--- src/rtl/nsw_pkg.sv ---
package nsw_pkg;

    typedef enum logic {
        ST_LOCKED  = 1'b0,
        ST_FREERUN = 1'b1
    } nsw_state_e;

endpackage

--- src/rtl/nsw_line_counter.sv ---
module nsw_line_counter #(
    parameter int NTSC_LINES = 269,
    parameter int PAL_LINES  = 321
) (
    input  logic clk,
    input  logic rst_n,
    input  logic clr_n,
    input  logic line_tick,
    input  logic vreset,
    input  logic std_pal,
    output logic terminal
);

    localparam int MAX_LINES = (NTSC_LINES > PAL_LINES) ? NTSC_LINES : PAL_LINES;
    localparam int CNT_W     = $clog2(MAX_LINES + 1);
    localparam logic [CNT_W-1:0] NTSC_LAST = CNT_W'(NTSC_LINES - 1);
    localparam logic [CNT_W-1:0] PAL_LAST  = CNT_W'(PAL_LINES - 1);

    logic [CNT_W-1:0] cnt_q;
    logic [CNT_W-1:0] last_line;

    assign last_line = std_pal ? PAL_LAST : NTSC_LAST;
    assign terminal  = line_tick && (cnt_q >= last_line);

    always_ff @(posedge clk or negedge rst_n) begin
        if (!rst_n) begin
            cnt_q <= '0;
        end else if (!clr_n || vreset) begin
            cnt_q <= '0;
        end else if (line_tick) begin
            cnt_q <= terminal ? '0 : cnt_q + 1'b1;
        end
    end

endmodule

--- src/rtl/nsw_sync_fsm.sv ---
module nsw_sync_fsm
    import nsw_pkg::*;
(
    input  logic clk,
    input  logic rst_n,
    input  logic clr_n,
    input  logic vreset,
    input  logic terminal,
    output logic field_evt,
    output logic vref_pulse,
    output logic no_signal,
    output logic pd_oe
);

    nsw_state_e state_q;
    nsw_state_e state_nx;

    always_comb begin
        state_nx = state_q;
        unique case (state_q)
            ST_LOCKED: begin
                if (!vreset && terminal) begin
                    state_nx = ST_FREERUN;
                end
            end
            ST_FREERUN: begin
                if (vreset) begin
                    state_nx = ST_LOCKED;
                end
            end
        endcase
        if (!clr_n) begin
            state_nx = ST_FREERUN;
        end
    end

    assign field_evt = clr_n && (vreset || terminal);

    always_ff @(posedge clk or negedge rst_n) begin
        if (!rst_n) begin
            state_q <= ST_FREERUN;
        end else begin
            state_q <= state_nx;
        end
    end

    always_ff @(posedge clk or negedge rst_n) begin
        if (!rst_n) begin
            vref_pulse <= 1'b0;
            no_signal  <= 1'b1;
            pd_oe      <= 1'b0;
        end else begin
            vref_pulse <= field_evt;
            no_signal  <= (state_nx == ST_FREERUN);
            pd_oe      <= (state_nx == ST_LOCKED);
        end
    end

endmodule

--- src/rtl/nsw_polarity.sv ---
module nsw_polarity (
    input  logic clk,
    input  logic rst_n,
    input  logic clr_n,
    input  logic inv_field,
    input  logic line_tick,
    input  logic field_evt,
    output logic frp
);

    logic flip;

    assign flip = inv_field ? field_evt : line_tick;

    always_ff @(posedge clk or negedge rst_n) begin
        if (!rst_n) begin
            frp <= 1'b0;
        end else if (!clr_n) begin
            frp <= 1'b0;
        end else if (flip) begin
            frp <= ~frp;
        end
    end

endmodule

--- src/rtl/nsw_ac_drive_ctrl.sv ---
module nsw_ac_drive_ctrl #(
    parameter int NTSC_LINES = 269,
    parameter int PAL_LINES  = 321
) (
    input  logic clk,
    input  logic rst_n,
    input  logic clr_n,
    input  logic line_tick,
    input  logic vreset,
    input  logic std_pal,
    input  logic inv_field,
    output logic vref_pulse,
    output logic no_signal,
    output logic pd_oe,
    output logic frp
);

    logic terminal;
    logic field_evt;

    nsw_line_counter #(
        .NTSC_LINES(NTSC_LINES),
        .PAL_LINES (PAL_LINES)
    ) cnt_i (
        .clk      (clk),
        .rst_n    (rst_n),
        .clr_n    (clr_n),
        .line_tick(line_tick),
        .vreset   (vreset),
        .std_pal  (std_pal),
        .terminal (terminal)
    );

    nsw_sync_fsm fsm_i (
        .clk       (clk),
        .rst_n     (rst_n),
        .clr_n     (clr_n),
        .vreset    (vreset),
        .terminal  (terminal),
        .field_evt (field_evt),
        .vref_pulse(vref_pulse),
        .no_signal (no_signal),
        .pd_oe     (pd_oe)
    );

    nsw_polarity pol_i (
        .clk      (clk),
        .rst_n    (rst_n),
        .clr_n    (clr_n),
        .inv_field(inv_field),
        .line_tick(line_tick),
        .field_evt(field_evt),
        .frp      (frp)
    );

endmodule

--- config.mk ---
export PLATFORM = sky130hd
export DESIGN_NAME = nsw_ac_drive_ctrl
export DESIGN_NICKNAME = d
export VERILOG_FILES = /design/src/rtl/nsw_pkg.sv /design/src/rtl/nsw_line_counter.sv /design/src/rtl/nsw_sync_fsm.sv /design/src/rtl/nsw_polarity.sv /design/src/rtl/nsw_ac_drive_ctrl.sv
export SDC_FILE = /design/constraint.sdc
export NUM_CORES = 1
export LEC_CHECK = 0
export BUFFER_PORTS_ARGS = -buffer_cell sky130_fd_sc_hd__buf_2
export CAP_MARGIN = 30
export CELL_PAD_IN_SITES_DETAIL_PLACEMENT = 1
export CELL_PAD_IN_SITES_GLOBAL_PLACEMENT = 2
export CORE_ASPECT_RATIO = 0.8
export CORE_UTILIZATION = 30
export DETAILED_ROUTE_END_ITERATION = 12
export PLACE_DENSITY = 0.69
export SYNTH_ARGS = -nofsm -noshare
export SYNTH_HDL_FRONTEND = slang
export SYNTH_HIERARCHICAL = 1
export SYNTH_SLANG_ARGS = --single-unit
--- constraint.sdc ---
create_clock -name clk -period 6.35 [get_ports clk]
set_input_delay 0.635 -clock clk [delete_from_list [all_inputs] [get_ports clk]]
set_output_delay 0.635 -clock clk [all_outputs]
set_load 0.005 [all_outputs]
## Word level (Yosys, flattened, before mapping)

Cells that the tools add are included.

| word-level totals | value |
|---|---|
| bits in registers | 13 |
| bits of input ports | 7 |
| logic and storage cells | 30 |

| cells by class | value |
|---|---|
| add/sub/neg operators | 1 |
| $lt $le $gt $ge | 1 |
| equality and inequality tests | 1 |
| multiplexer cells | 11 |
| bitwise logic cells | 3 |
| reductions and logical operators | 8 |

Operator list:

| cell | number |
|---|---|
| $mux W9 | 3 |
| $add A9 B1 Y9 const B | 1 |
| $ge A9 B9 Y1 | 1 |
| $mux W7 | 1 |
| $mux W1 | 6 |
| $logic_and A1 B1 Y1 | 3 |
| $not A1 Y1 | 3 |
| $logic_not A1 Y1 | 2 |
| $logic_or A1 B1 Y1 | 2 |
| $ne A2 B1 Y1 const B | 1 |
| $pmux W1 S2 | 1 |
| $reduce_bool A2 Y1 | 1 |

## Logic depth before layout (Yosys ltp)

Gate-level depths: netlist (run 1).

| depth | value |
|---|---|
| depth in word-level cells | 8 |
| depth in mapped cells | 8 |

## Modules after synthesis

The synthesis (run 1) kept the hierarchy.

By module, submodules not included:

| module | times used | cells an instance | area each (sq um) | seq. area each (sq um) |
|---|---|---|---|---|
| nsw_line_counter | 1 | 57 | 558.0 | 225.2 |
| nsw_sync_fsm | 1 | 7 | 100.1 | 76.3 |
| nsw_polarity | 1 | 5 | 55.1 | 25.0 |

## Worst setup path before layout (run 1)

OpenSTA, ideal clock, no wires.

| timing path | value |
|---|---|
| path kind | in2reg |
| start point | in std_pal |
| end point | reg pol_i.frp |
| setup time | 79 ps |
| arrival | 2132 ps |
| slack | 4139 ps |
| cell stages on the path | 7 |
| path buffers | 0 |
| cell sequence | ha_1 > or4_1 > a211oi_2 > nor2_1 > o21a_1 > mux2i_1 > mux2i_1 |

| between the ends | value |
|---|---|
| longest elaborated chain between the ends | 7 |

Ends and longest elaborated chain:

| what | RTL line | source |
|---|---|---|
| start, declared | nsw_ac_drive_ctrl.sv:10 | `input logic std_pal,` |
| $mux W7 | nsw_line_counter.sv:22 | `assign last_line = std_pal ? PAL_LAST : NTSC_LAST;` |
| $ge A9 B9 Y1 | nsw_line_counter.sv:23 | `assign terminal = line_tick && (cnt_q >= last_line);` |
| $logic_and A1 B1 Y1 | nsw_line_counter.sv:23 |  |
| via terminal | nsw_ac_drive_ctrl.sv:18 | `logic terminal;` |
| $logic_or A1 B1 Y1 | nsw_sync_fsm.sv:37 | `assign field_evt = clr_n && (vreset \|\| terminal);` |
| $logic_and A1 B1 Y1 | nsw_sync_fsm.sv:37 |  |
| via field_evt | nsw_ac_drive_ctrl.sv:19 | `logic field_evt;` |
| $mux W1 | nsw_polarity.sv:13 | `assign flip = inv_field ? field_evt : line_tick;` |
| $ne A2 B1 Y1 (no source line) | -- |  |
| end signal, assigned | nsw_polarity.sv:21 | `frp <= ~frp;` |
| end, declared | nsw_polarity.sv:8 | `output logic frp` |

The timed path passes the listed nets, and every way through them passes these cells.
A chain may end at the register's enable or synchronous reset.

## Worst setup path after layout (run 1)

| timing path | value |
|---|---|
| start point | reg cnt_i.cnt_q[3] |
| end point | reg pol_i.frp |

| between the ends | value |
|---|---|
| longest elaborated chain between the ends | 6 |

Ends and longest elaborated chain:

| what | RTL line | source |
|---|---|---|
| start, declared | nsw_line_counter.sv:19 | `logic [CNT_W-1:0] cnt_q;` |
| start signal, assigned | nsw_line_counter.sv:31 | `cnt_q <= terminal ? '0 : cnt_q + 1'b1;` |
| $ge A9 B9 Y1 | nsw_line_counter.sv:23 |  |
| $logic_and A1 B1 Y1 | nsw_line_counter.sv:23 |  |
| via terminal | nsw_ac_drive_ctrl.sv:18 |  |
| $logic_or A1 B1 Y1 | nsw_sync_fsm.sv:37 |  |
| $logic_and A1 B1 Y1 | nsw_sync_fsm.sv:37 |  |
| via field_evt | nsw_ac_drive_ctrl.sv:19 |  |
| $mux W1 | nsw_polarity.sv:13 |  |
| $ne A2 B1 Y1 (no source line) | -- |  |

The timed path passes the listed nets, and every way through them passes these cells.

==> results of run 1 <==
## layout by cell type (no fill, tap or decap), types with 2 or more instances in the layout
cell      count
dfrtp_1      12
buf_2        10
nor2_1        9
inv_1         6
nand2_1       5
ha_1          5
xnor2_1       4
clkbuf_4      3
nand3_1       2
o21ai_0       2
o21a_1        2
mux2i_1       2
## worst paths after layout
path | start | endpoint | slack [ns] | depth (start not counted)
hold reg to reg | cnt_i/cnt_q[8]$_DFFE_PN0P_ | cnt_i/cnt_q[8]$_DFFE_PN0P_ | 0.52 | 2
hold / removal | rst_n | cnt_i/cnt_q[2]$_DFFE_PN0P_ | 0.23 | 1
min in group clk | cnt_i/cnt_q[8]$_DFFE_PN0P_ | cnt_i/cnt_q[8]$_DFFE_PN0P_ | 0.52 | 2
setup / recovery | cnt_i/cnt_q[3]$_DFFE_PN0P_ | pol_i/frp$_DFFE_PN0P_ | 4.18 | 7
setup reg to reg | cnt_i/cnt_q[3]$_DFFE_PN0P_ | pol_i/frp$_DFFE_PN0P_ | 4.18 | 7
max in group asynchronous | rst_n | fsm_i/no_signal$_DFF_PN1_ | 5.83 | 1
## metal layers
layer / track usage [%] / vias up / share of wire, %
li1: - / 274 / -
met1: 19.1 / 265 / 51
met2: 24.2 / 5 / 43
met3: 5.97 / 5 / 3.5
met4: 8.78 / 0 / 2.4
met5: 0 / - / 0
## critical path, delay by kind of cell, from the launching register on
family	cells	cell delay, ns
simple gates	2	0.59
mux	2	0.35
flops	1	0.46
compound gates	2	0.48
fa+ha+maj	1	0.21
## sequential cells by signal, summed over array words and instances (netlist names)
register          count
fsm_i/no_signal       1
pol_i/frp             1
fsm_i/vref_pulse      1
fsm_i/pd_oe           1
cnt_i/cnt_q           9
## logic make-up after synthesis
| group | synth area share [%] |
|---|---|
| DFF | 45.8 |
| and+or+nand+nor | 18.6 |
| muxes | 2.81 |
| xor gates and xnor gates | 6.14 |
| buffers and inverters | 3.16 |
| adders and majority gates | 8.77 |
| AOI/OAI and AO/OA | 14.7 |
## power by group through the flow
stage	sequential, mW	combinational, mW	clock, mW
floorplan	0.0885	0.00815	0
global placement	0.0884	0.0167	0
detailed placement	0.0884	0.0170	0
CTS	0.0869	0.0170	0.0563
global route	0.0873	0.0188	0.0591
finish	0.0868	0.0166	0.0522
## layout make-up
type                       count  share of cell area (%)
tap                           25                    3.81
timing repair buffer          10                    6.10
clock buffer                   4                    3.20
inverter                       6                    2.74
sequential                    13                    39.8
multi-input combinational     50                    44.4
==> impl_summary.txt, run 1 <==
----------------------------------------------------
[STA]
  Post-route worst setup slack ... 4.18 ns
  Post-Route Hold Slack ... 0.225 ns
  Count of final hold-check violations ... 0
  Final critical-path share of the clock period ... 34.1%
  Clock period minus worst slack ... 2.17 ns
  Fin. max-slew vios ... 0
  Slew margin rel. ... 55.5%
  Final clock skew ... 0.00809 ns
  Sum of negative setup slack ... 0 ns
  RSZ-0062 raised after global routing ... no
  Total setup violations reported at the end of the flow ... 0
  Maximum clock rate ... 462 MHz
  Worst slew pin tran ... 0.666 ns

[Pwr]
  Total power ... 0.156 mW
  Maximum resistive drop on vdd ... 0.127 mV
  Leak Pwr ... 0.372 nW
  Internal power ... 0.117 mW
  Pwr per Cell Area ... 190 nW/µm²
  Relative contribution of the clock network to total power ... 33.5%
  Proportion of total power due to net switching ... 25.0%
  Proportion of power drawn by flip-flops and latches ... 55.8%
  Switching power summed over all nets ... 0.0388 mW
  Comb pwr share ... 10.7%

[Logic synthesis]
  Synth Area per Inst ... 10.3 µm²
  Sequential element share of the synthesized area ... 45.8%
  Commonest cells in the netlist ... dfrtp_1, nor2_1, inv_1
  Share of synthesized registers carrying an async set or reset ... 100%
  Count of flip-flops with a built-in enable after synthesis ... 0
  Distinct cell type count after synthesis ... 30
  Netlist area before placement ... 713 µm²
  Post-synthesis sequential element count ... 13
  Leading post-synthesis cells by cell area ... dfrtp_1, ha_1, xnor2_1
  Dominant register cell in the synthesized netlist ... dfrtp_1
  Count of mapped cells out of synthesis ... 69
  Synthesized net count ... 81
  Most area-hungry cell type in the Yosys netlist ... dfrtp_1
  Cell with the most instances after synthesis ... dfrtp_1
  Yosys Warn Count ... 6
  Post-synth top area share ... 42.1%

[Clock tree]
  Hold-fix buffers at CTS ... 0
  TritonCTS buffer count ... 3
  Clk_lat worst skew ... 0.28 ns
  Clock net sink count ... 13
  Level count of the clock H-tree ... 1
  Clk buf depth ... 2
  CTS tree ... built
  Root Driver ... clkbuf_4
  Clock slew seen by the registers of the worst setup and hold paths ... 0.08 ns
  Post-CTS sizing ... 0
  Post-CTS repair timing setup buffer count ... 0

[Min path]
  Path class of the lowest-slack min-delay path ... input pin to asynchronous set/reset pin

[Global route]
  Initial antenna violation count ... 0
  Maximum number of pins on one net before global-route repair ... 14
  Overall fraction of global-route tracks in use ... 15.7%
  Remaining global-route overflow ... 0
  Wire length of the first global-routing pass ... 2.84 mm
  Vias in the first global route ... 586

[Flow run]
  Max cap viols ... 0

[Finish]
  Sequential cell area ... 327 µm²
  Multi-input logic area ... 364 µm²
  Number of antenna diodes ... 0
  Share of cells above drive strength 1 ... 24.1%
  Final non-filler cell total ... 108
  Synth-to-Final Area Change ... 15.1%
  Final net count ... 96
  Finished Cell Area ... 821 µm²
  Number of fill cells in the layout ... 257
  Finished Core Util ... 37.4%

[Die]
  Core footprint ... 2200 µm²
  Die outline height ... 45.6 µm
  Initial cell density of the core ... 32.5%
  Die Width ... 56.5 µm
  I/O pins ... 11
  Standard-cell rows ... 15
  Die ar. ... 2580 µm²

[Drt]
  DR pass1 iterations ... 3
  DRC violation total after the first TritonRoute iteration ... 4
  # DRC ... 0
  Remaining antenna violation count ... 0
  Final wirelength ... 1.59 mm
  Number of vias per cell ... 5.08
  Vias after detailed routing ... 549
  Average detailed-routed wire length per instance ... 14.8 µm

[Setup path]
  Crit-path max FO ... 5
  Kind of start point of the critical path ... flop
  Crit-path cells ... ha_1 -> or4_1 -> a211oi_2 -> nor2_1 -> o21a_1 -> mux2i_1 -> mux2i_1
  Critical-path cell with the highest stage delay ... or4_1
  Crit. End Element ... flop
  Crit path largest cell delay ... 0.48 ns
  Most numerous cell on the critical path ... mux2i_1
  Required time at the endpoint of the critical path ... 6.57 ns
  Signal arrival time at the worst endpoint ... 2.38 ns
  Worst setup path class ... flop to flop

[Placed design]
  DP Wirelength ... 1.22 mm
  # port buffers ... 10
  Placement-stage cell area ... 795 µm²
  Worst slack at placement ... 3.88 ns
  Global placer's final weighted congestion ... 0.763
  Number of placed cells counting well taps ... 104

[Run status]
  Outcome ... complete, no violations

----------------------------------------------------
Note: power is estimated with default switching activity, not from simulation.
==> run 2: changes to the inputs <==
PLACE_DENSITY = 0.71   (was 0.69)
clock period = 1.9 ns   (was 6.35 ns; I/O delays follow)
==> impl_summary.txt, run 2 (synthesis gave the netlist of run 1 again) <==
----------------------------------------------------
[Finish]
  Multi-input logic area ... 435 µm² (was 364 µm²)
  Sequential cell area ... 327 µm² (unchanged)
  Register ranked first by flip-flop count ... cnt_i/cnt_q (unchanged)
  Final net count ... 111 (was 96)
  Largest register FFs ... 9 (unchanged)
  Finished Core Util ... 46.4% (was 37.4%)
  Number of fill cells in the layout ... 256 (was 257)
  Number of antenna diodes ... 0 (unchanged)
  Finished Cell Area ... 1020 µm² (was 821 µm²)
  Final non-filler cell total ... 123 (was 108)
  Share of cells above drive strength 1 ... 46.9% (was 24.1%)
  Commonest cells after routing, fill and taps aside ... dfrtp_1, buf_4, buf_2, inv_1 (was dfrtp_1, buf_2, nor2_1, inv_1)
  Synth-to-Final Area Change ... 43.0% (was 15.1%)
  Leading cell type in the layout, fill and taps excluded ... dfrtp_1 (unchanged)

[Clock tree]
  Root Driver ... clkbuf_4 (unchanged)
  Clock slew seen by the registers of the worst setup and hold paths ... 0.09 ns (was 0.08 ns)
  Clk buf depth ... 2 (unchanged)
  Level count of the clock H-tree ... 1 (unchanged)
  Clock net sink count ... 13 (unchanged)
  CTS tree ... built (unchanged)
  Clk_lat worst skew ... 0.28 ns (about the same)
  TritonCTS buffer count ... 3 (unchanged)

[STA]
  Total setup violations reported at the end of the flow ... 5 (was 0)
  Count of final hold-check violations ... 0 (unchanged)
  Maximum clock rate ... 503 MHz (was 462 MHz)
  Post-route worst setup slack ... -0.0894 ns (was 4.18 ns)
  Clock period minus worst slack ... 1.99 ns (was 2.17 ns)
  Worst slew pin tran ... 0.631 ns (was 0.666 ns)
  Final critical-path share of the clock period ... 105% (was 34.1%)
  Fin. max-slew vios ... 0 (unchanged)
  Slew margin rel. ... 57.3% (was 55.5%)
  RSZ-0062 raised after global routing ... yes (was no)
  Final clock skew ... 0.00704 ns (was 0.00809 ns)

[Setup path]
  Worst setup path class ... flop to flop (unchanged)
  Signal arrival time at the worst endpoint ... 2.20 ns (was 2.38 ns)
  Crit-path max FO ... 2 (was 5)
  Required time at the endpoint of the critical path ... 2.11 ns (was 6.57 ns)
  Crit. End Element ... flop (unchanged)
  Kind of start point of the critical path ... flop (unchanged)

[Drt]
  DR pass1 iterations ... 4 (was 3)
  Number of vias per cell ... 5.10 (was 5.08)
  # DRC ... 0 (unchanged)
  Vias after detailed routing ... 627 (was 549)
  Average detailed-routed wire length per instance ... 15.0 µm (was 14.8 µm)
  Final wirelength ... 1.85 mm (was 1.59 mm)
  Remaining antenna violation count ... 0 (unchanged)
  DRC violation total after the first TritonRoute iteration ... 8 (was 4)

[Min path]
  Path class of the lowest-slack min-delay path ... input pin to flop (was input pin to asynchronous set/reset pin)

[Placed design]
  # port buffers ... 10 (unchanged)
  Number of placed cells counting well taps ... 114 (was 104)
  DP Wirelength ... 1.31 mm (was 1.22 mm)
  Placement-stage cell area ... 872 µm² (was 795 µm²)
  Global placer's final weighted congestion ... 0.739 (was 0.763)
  Worst slack at placement ... -0.136 ns (was 3.88 ns)

[Global route]
  Wire length of the first global-routing pass ... 3.33 mm (was 2.84 mm)
  Maximum number of pins on one net before global-route repair ... 14 (unchanged)
  Initial antenna violation count ... 0 (unchanged)
  Overall fraction of global-route tracks in use ... 17.9% (was 15.7%)
  Vias in the first global route ... 691 (was 586)
  Remaining global-route overflow ... 0 (unchanged)

[Run status]
  Violated checks ... negative setup slack
  Outcome ... complete, but fails checks (was complete, no violations)

[Pwr]
  Maximum resistive drop on vdd ... 0.313 mV (was 0.127 mV)
  Pwr per Cell Area ... 537 nW/µm² (was 190 nW/µm²)
  Leak Pwr ... 0.451 nW (was 0.372 nW)

[Die]
  Die outline height ... 45.6 µm (unchanged)
  Initial cell density of the core ... 32.5% (unchanged)
  Die Width ... 56.5 µm (unchanged)
  Core footprint ... 2200 µm² (unchanged)
  Die ar. ... 2580 µm² (unchanged)
  I/O pins ... 11 (unchanged)
  Standard-cell rows ... 15 (unchanged)

[Flow run]
  Max cap viols ... 0 (unchanged)

----------------------------------------------------
## run 2: cell types whose count changed in the layout (fill, tap and decap cells not counted), moves of 2 or more
cell	delta
buf_4	+11
buf_6	+3
ha_1	-2
ha_2	+2
nor2_1	-6
nor2_4	+5
## run 2: worst paths after layout
check	from	endpoint	slack (ns)	cells past startpoint
worst max-delay path	cnt_i/cnt_q[3]$_DFFE_PN0P_	pol_i/frp$_DFFE_PN0P_	-0.09	7
worst min-delay path	vreset	fsm_i/no_signal$_DFF_PN1_	0.13	2
worst max register to register	cnt_i/cnt_q[3]$_DFFE_PN0P_	pol_i/frp$_DFFE_PN0P_	-0.09	7
worst min register to register	cnt_i/cnt_q[8]$_DFFE_PN0P_	cnt_i/cnt_q[8]$_DFFE_PN0P_	0.52	2
max in group asynchronous	rst_n	fsm_i/no_signal$_DFF_PN1_	1.30	2
min in group asynchronous	rst_n	fsm_i/pd_oe$_DFF_PN0_	0.32	2
## run 2: per-layer routing
layer  global-route usage, %  share of wire (%)  vias up
li1                        -                  -      296
met1                    24.0                 49      317
met2                    28.2                 46        7
met3                    5.97                2.9        7
met4                    4.39                2.2        0
met5                       0                  0        -
## run 2: cell type report
class / count / area share [%]
Timing Repair Buffer: 25 / 17.3
Clock buffer: 3 / 2.21
Clock inverter: 1 / 0.491
Inverter: 6 / 2.21
Sequential cell: 13 / 32.0
Tap cell: 25 / 3.07
Multi-Input combinational cell: 50 / 42.7
## run 2: stage by stage
step | hold WS [ns] | power [mW] | TNS, ns
2_1_floorplan | -0.106 | 0.323 | -0.0182
3_3_place_gp | 0.0969 | 0.354 | -0.116
3_5_place_dp | 0.106 | 0.357 | -0.136
4_1_cts | 0.144 | 0.546 | -0.151
5_1_grt | 0.117 | 0.591 | -0.867
6_report | 0.131 | 0.548 | -0.163
## run 2: worst max-delay path, stage by stage, from the launching register on
cell,delay [ns]
dfrtp_1,0.40
ha_2,0.17
or4_4,0.49
a211oi_4,0.21
nor2_2,0.08
o21a_1,0.20
mux2i_1,0.17
mux2i_1,0.21
## run 2: repair_timing
action                     in CTS  in global routing
hold buffers                    1                  0
gates resized for setup         4                 17
setup endpoints to repair       1                 10
setup buffers                   2                  3
pin swaps                       4                  9
hold endpoints to repair       12                  0
## run 2: power by group
| part | switching, mW | total [mW] | internal [mW] |
|---|---|---|---|
| clock network | 0.0958 | 0.174 | 0.0782 |
| logic | 0.0444 | 0.0846 | 0.0402 |
| registers | 0.00395 | 0.289 | 0.285 |
| total | 0.144 | 0.548 | 0.404 |
==> run 3: changes to the inputs <==
--- a/config.mk
+++ b/config.mk
@@ -6,4 +6,5 @@
 export NUM_CORES = 1
 export LEC_CHECK = 0
+export ABC_AREA = 1
 export BUFFER_PORTS_ARGS = -buffer_cell sky130_fd_sc_hd__buf_2
 export CAP_MARGIN = 30
@@ -11,7 +12,7 @@
 export CELL_PAD_IN_SITES_GLOBAL_PLACEMENT = 2
 export CORE_ASPECT_RATIO = 0.8
-export CORE_UTILIZATION = 30
+export CORE_UTILIZATION = 29
 export DETAILED_ROUTE_END_ITERATION = 12
-export PLACE_DENSITY = 0.71
+export PLACE_DENSITY = 0.74
 export SYNTH_ARGS = -nofsm -noshare
 export SYNTH_HDL_FRONTEND = slang
==> constraint.sdc (replaced) <==
create_clock -name clk -period 1.9 [get_ports clk]
set_input_delay 0.38 -clock clk [delete_from_list [all_inputs] [get_ports clk]]
set_output_delay 0.38 -clock clk [all_outputs]
set_load 0.005 [all_outputs]
==> impl_summary.txt, run 3 <==
----------------------------------------------------
[Pwr]
  Switching power summed over all nets ... 0.136 mW (was 0.144 mW)
  Pwr per Cell Area ... 516 nW/µm² (was 537 nW/µm²)
  Relative contribution of the clock network to total power ... 31.7% (was 31.8%)
  Proportion of power drawn by flip-flops and latches ... 54.6% (was 52.8%)
  Leak Pwr ... 0.529 nW (was 0.451 nW)
  Maximum resistive drop on vdd ... 0.342 mV (was 0.313 mV)
  Comb pwr share ... 13.7% (was 15.5%)
  Proportion of total power due to net switching ... 25.6% (was 26.3%)
  Internal power ... 0.393 mW (was 0.404 mW)

[Global route]
  Wire length of the first global-routing pass ... 3.15 mm (was 3.33 mm)
  Overall fraction of global-route tracks in use ... 13.3% (was 17.9%)
  Remaining global-route overflow ... 0 (unchanged)
  Initial antenna violation count ... 0 (unchanged)
  Vias in the first global route ... 694 (was 691)
  Maximum number of pins on one net before global-route repair ... 14 (unchanged)

[Clock tree]
  CTS tree ... built (unchanged)
  Clk buf depth ... 2 (unchanged)
  TritonCTS buffer count ... 3 (unchanged)
  Clock slew seen by the registers of the worst setup and hold paths ... 0.08 ns (was 0.09 ns)
  Clock net sink count ... 13 (unchanged)
  Root Driver ... clkbuf_4 (unchanged)
  Clk_lat worst skew ... 0.27 ns (was 0.28 ns)
  Level count of the clock H-tree ... 1 (unchanged)

[STA]
  Sum of negative setup slack ... 0 ns (was -0.163 ns)
  Slew margin rel. ... 79.3% (was 57.3%)
  Final critical-path share of the clock period ... 88.6% (was 105%)
  Worst slew pin tran ... 0.311 ns (was 0.631 ns)
  Count of final hold-check violations ... 0 (unchanged)
  Fin. max-slew vios ... 0 (unchanged)
  Total setup violations reported at the end of the flow ... 0 (was 5)
  Final clock skew ... 0.00305 ns (was 0.00704 ns)
  Post-Route Hold Slack ... 0.326 ns (was 0.131 ns)
  Clock period minus worst slack ... 1.68 ns (was 1.99 ns)
  Maximum clock rate ... 594 MHz (was 503 MHz)

[Finish]
  Finished Cell Area ... 1020 µm² (about the same)
  Number of fill cells in the layout ... 352 (was 256)
  Largest register FFs ... 9 (unchanged)
  Number of antenna diodes ... 0 (unchanged)
  Synth-to-Final Area Change ... 21.3% (was 43.0%)
  Commonest cells after routing, fill and taps aside ... nand2_1, inv_1, nor2_1, dfrtp_1, buf_2 (was dfrtp_1, buf_4, buf_2, inv_1)
  Share of cells above drive strength 1 ... 33.1% (was 46.9%)
  Leading cell type in the layout, fill and taps excluded ... nand2_1 (was dfrtp_1)
  Final net count ... 140 (was 111)
  Register ranked first by flip-flop count ... cnt_i/cnt_q (unchanged)

[Logic synthesis]
  Netlist area before placement ... 845 µm² (was 713 µm²)
  Synthesized net count ... 120 (was 81)
  Dominant register cell in the synthesized netlist ... dfrtp_1 (unchanged)
  Yosys Warn Count ... 6 (unchanged)
  Count of flip-flops with a built-in enable after synthesis ... 0 (unchanged)
  Share of synthesized registers carrying an async set or reset ... 100% (unchanged)
  Commonest cells in the netlist ... nand2_1, inv_1, nor2_1 (was dfrtp_1, nor2_1, inv_1)
  Post-synthesis sequential element count ... 13 (unchanged)
  Post-synth top area share ... 35.6% (was 42.1%)
  Leading post-synthesis cells by cell area ... dfrtp_1, nand2_1, inv_1 (was dfrtp_1, ha_1, xnor2_1)
  Sequential element share of the synthesized area ... 38.7% (was 45.8%)
  Count of mapped cells out of synthesis ... 108 (was 69)
  Most area-hungry cell type in the Yosys netlist ... dfrtp_1 (unchanged)
  Distinct cell type count after synthesis ... 19 (was 30)
  Synth Area per Inst ... 7.82 µm² (was 10.3 µm²)
  Cell with the most instances after synthesis ... nand2_1 (was dfrtp_1)

[Setup path]
  Crit-path max FO ... 3 (was 2)
  Worst setup path class ... flop to flop (unchanged)
  Register-to-Register Path Depth ... 13 (was 7)
  Required time at the endpoint of the critical path ... 2.07 ns (was 2.11 ns)
  Signal arrival time at the worst endpoint ... 1.85 ns (was 2.20 ns)
  Crit. End Element ... flop (unchanged)
  Kind of start point of the critical path ... flop (unchanged)

[Die]
  Initial cell density of the core ... 30.5% (was 32.5%)
  I/O pins ... 11 (unchanged)
  Die outline height ... 50.3 µm (was 45.6 µm)
  Standard-cell rows ... 17 (was 15)
  Die ar. ... 3130 µm² (was 2580 µm²)
  Core footprint ... 2770 µm² (was 2200 µm²)
  Die Width ... 62.3 µm (was 56.5 µm)

[Drt]
  Final wirelength ... 1.88 mm (was 1.85 mm)
  Average detailed-routed wire length per instance ... 11.4 µm (was 15.0 µm)
  Remaining antenna violation count ... 0 (unchanged)
  DRC violation total after the first TritonRoute iteration ... 5 (was 8)
  DR pass1 iterations ... 3 (was 4)
  # DRC ... 0 (unchanged)
  Vias after detailed routing ... 717 (was 627)
  Number of vias per cell ... 4.35 (was 5.10)

[Placed design]
  DP Wirelength ... 1.49 mm (was 1.31 mm)
  Global placer's final weighted congestion ... 0.734 (was 0.739)
  # port buffers ... 10 (unchanged)
  Placement-stage cell area ... 950 µm² (was 872 µm²)

[Min path]
  Cell count of the worst hold path ... 2 (unchanged)
  Path class of the lowest-slack min-delay path ... input pin to flop (unchanged)

[Flow run]
  Max cap viols ... 0 (unchanged)

[Run status]
  Outcome ... complete, no violations (was complete, but fails checks)

----------------------------------------------------
## run 3: cell count changes after synthesis, moves of 3 or more
cell	previous run	this run
inv_1	6	17
nand2_1	5	20
nor2_2	0	6
nand4_1	1	4
nand2_2	0	3
inv_2	0	3
a21oi_1	1	4
nand3_1	2	5
nand2_4	0	3
xnor2_1	4	0
nor3_2	0	3
nor2_1	9	17
## run 3: layer usage
layer | routed length (µm) | vias to the layer above | share of wire (%) | GRT usage (%)
met5 | 0 | - | 0 | 0
met4 | 10 | 0 | 0.53 | 2.33
met3 | 47 | 2 | 2.5 | 4.09
met2 | 840 | 5 | 45 | 20.5
met1 | 980 | 339 | 52 | 18.4
li1 | - | 371 | - | -
## run 3: critical path, cell delays in order (launching register included)
cell	delay [ns]
dfrtp_1	0.37
inv_1	0.09
ha_1	0.28
nand2_1	0.06
nor2_2	0.08
nand3_1	0.09
nand3_2	0.09
nand2_4	0.05
inv_2	0.06
nor2_1	0.04
nor2_1	0.14
nand2_1	0.09
nand4_1	0.09
nand2_1	0.05
## run 3: final cells by class
class	instances	area, µm²	area share [%]
clock buffers	4	26.3	2.56
inverters	20	75.1	7.33
multi-input cells	75	458	44.7
flip-flops and latches	13	328	32.0
well taps	38	47.5	4.64
repair buffers	15	90.1	8.79
## run 3: cells by family after synthesis
family	Yosys count	share of synthesized area, %
AO/OA/AOI/OAI	5	2.96
XOR/XNOR	1	1.04
adder cells (fa/ha/maj)	5	7.41
buffers and inverters	20	8.89
flip-flops	13	38.7
AND/OR/NAND/NOR	64	41.0
## run 3: path summary, 6_finish.rpt
path / slack [ns] / startpoint / to
max: 0.22 / cnt_i/cnt_q[2]$_DFFE_PN0P_ / pol_i/frp$_DFFE_PN0P_
min: 0.33 / clr_n / fsm_i/no_signal$_DFF_PN1_
max reg2reg: 0.22 / cnt_i/cnt_q[2]$_DFFE_PN0P_ / pol_i/frp$_DFFE_PN0P_
min reg2reg: 0.50 / cnt_i/cnt_q[8]$_DFFE_PN0P_ / cnt_i/cnt_q[8]$_DFFE_PN0P_
max in group asynchronous: 1.09 / rst_n / fsm_i/no_signal$_DFF_PN1_
min in group asynchronous: 0.52 / rst_n / cnt_i/cnt_q[2]$_DFFE_PN0P_
## run 3: power groups by stage
| stage | sequential, mW | combinational, mW | clock (mW) |
|---|---|---|---|
| 6_report | 0.289 | 0.0724 | 0.168 |
| 5_1_grt | 0.290 | 0.0846 | 0.187 |
| 4_1_cts | 0.289 | 0.0722 | 0.178 |
| 3_5_place_dp | 0.295 | 0.0705 | 0 |
| 3_3_place_gp | 0.294 | 0.0689 | 0 |
| 2_1_floorplan | 0.295 | 0.0387 | 0 |
## run 3: stage by stage
| stage | utilization (%) | std cells | power, mW | worst slack (ns) |
|---|---|---|---|---|
| floorplan | - | 108 | 0.334 | 0.312 |
| global placement | 34.3 | 157 | 0.363 | 0.128 |
| detailed placement | 34.3 | 157 | 0.365 | 0.0672 |
| CTS | 35.7 | 162 | 0.539 | 0.148 |
| global route | 37.1 | 165 | 0.562 | -0.0293 |
| finish | 37.1 | 165 | 0.529 | 0.217 |
## run 3: timing repair
item | CTS | global route
setup endpoints to repair | 0 | 1
setup buffers | 0 | 3
hold buffers | 1 | 0
hold endpoints to repair | 12 | 0
gates resized for setup | 0 | 4
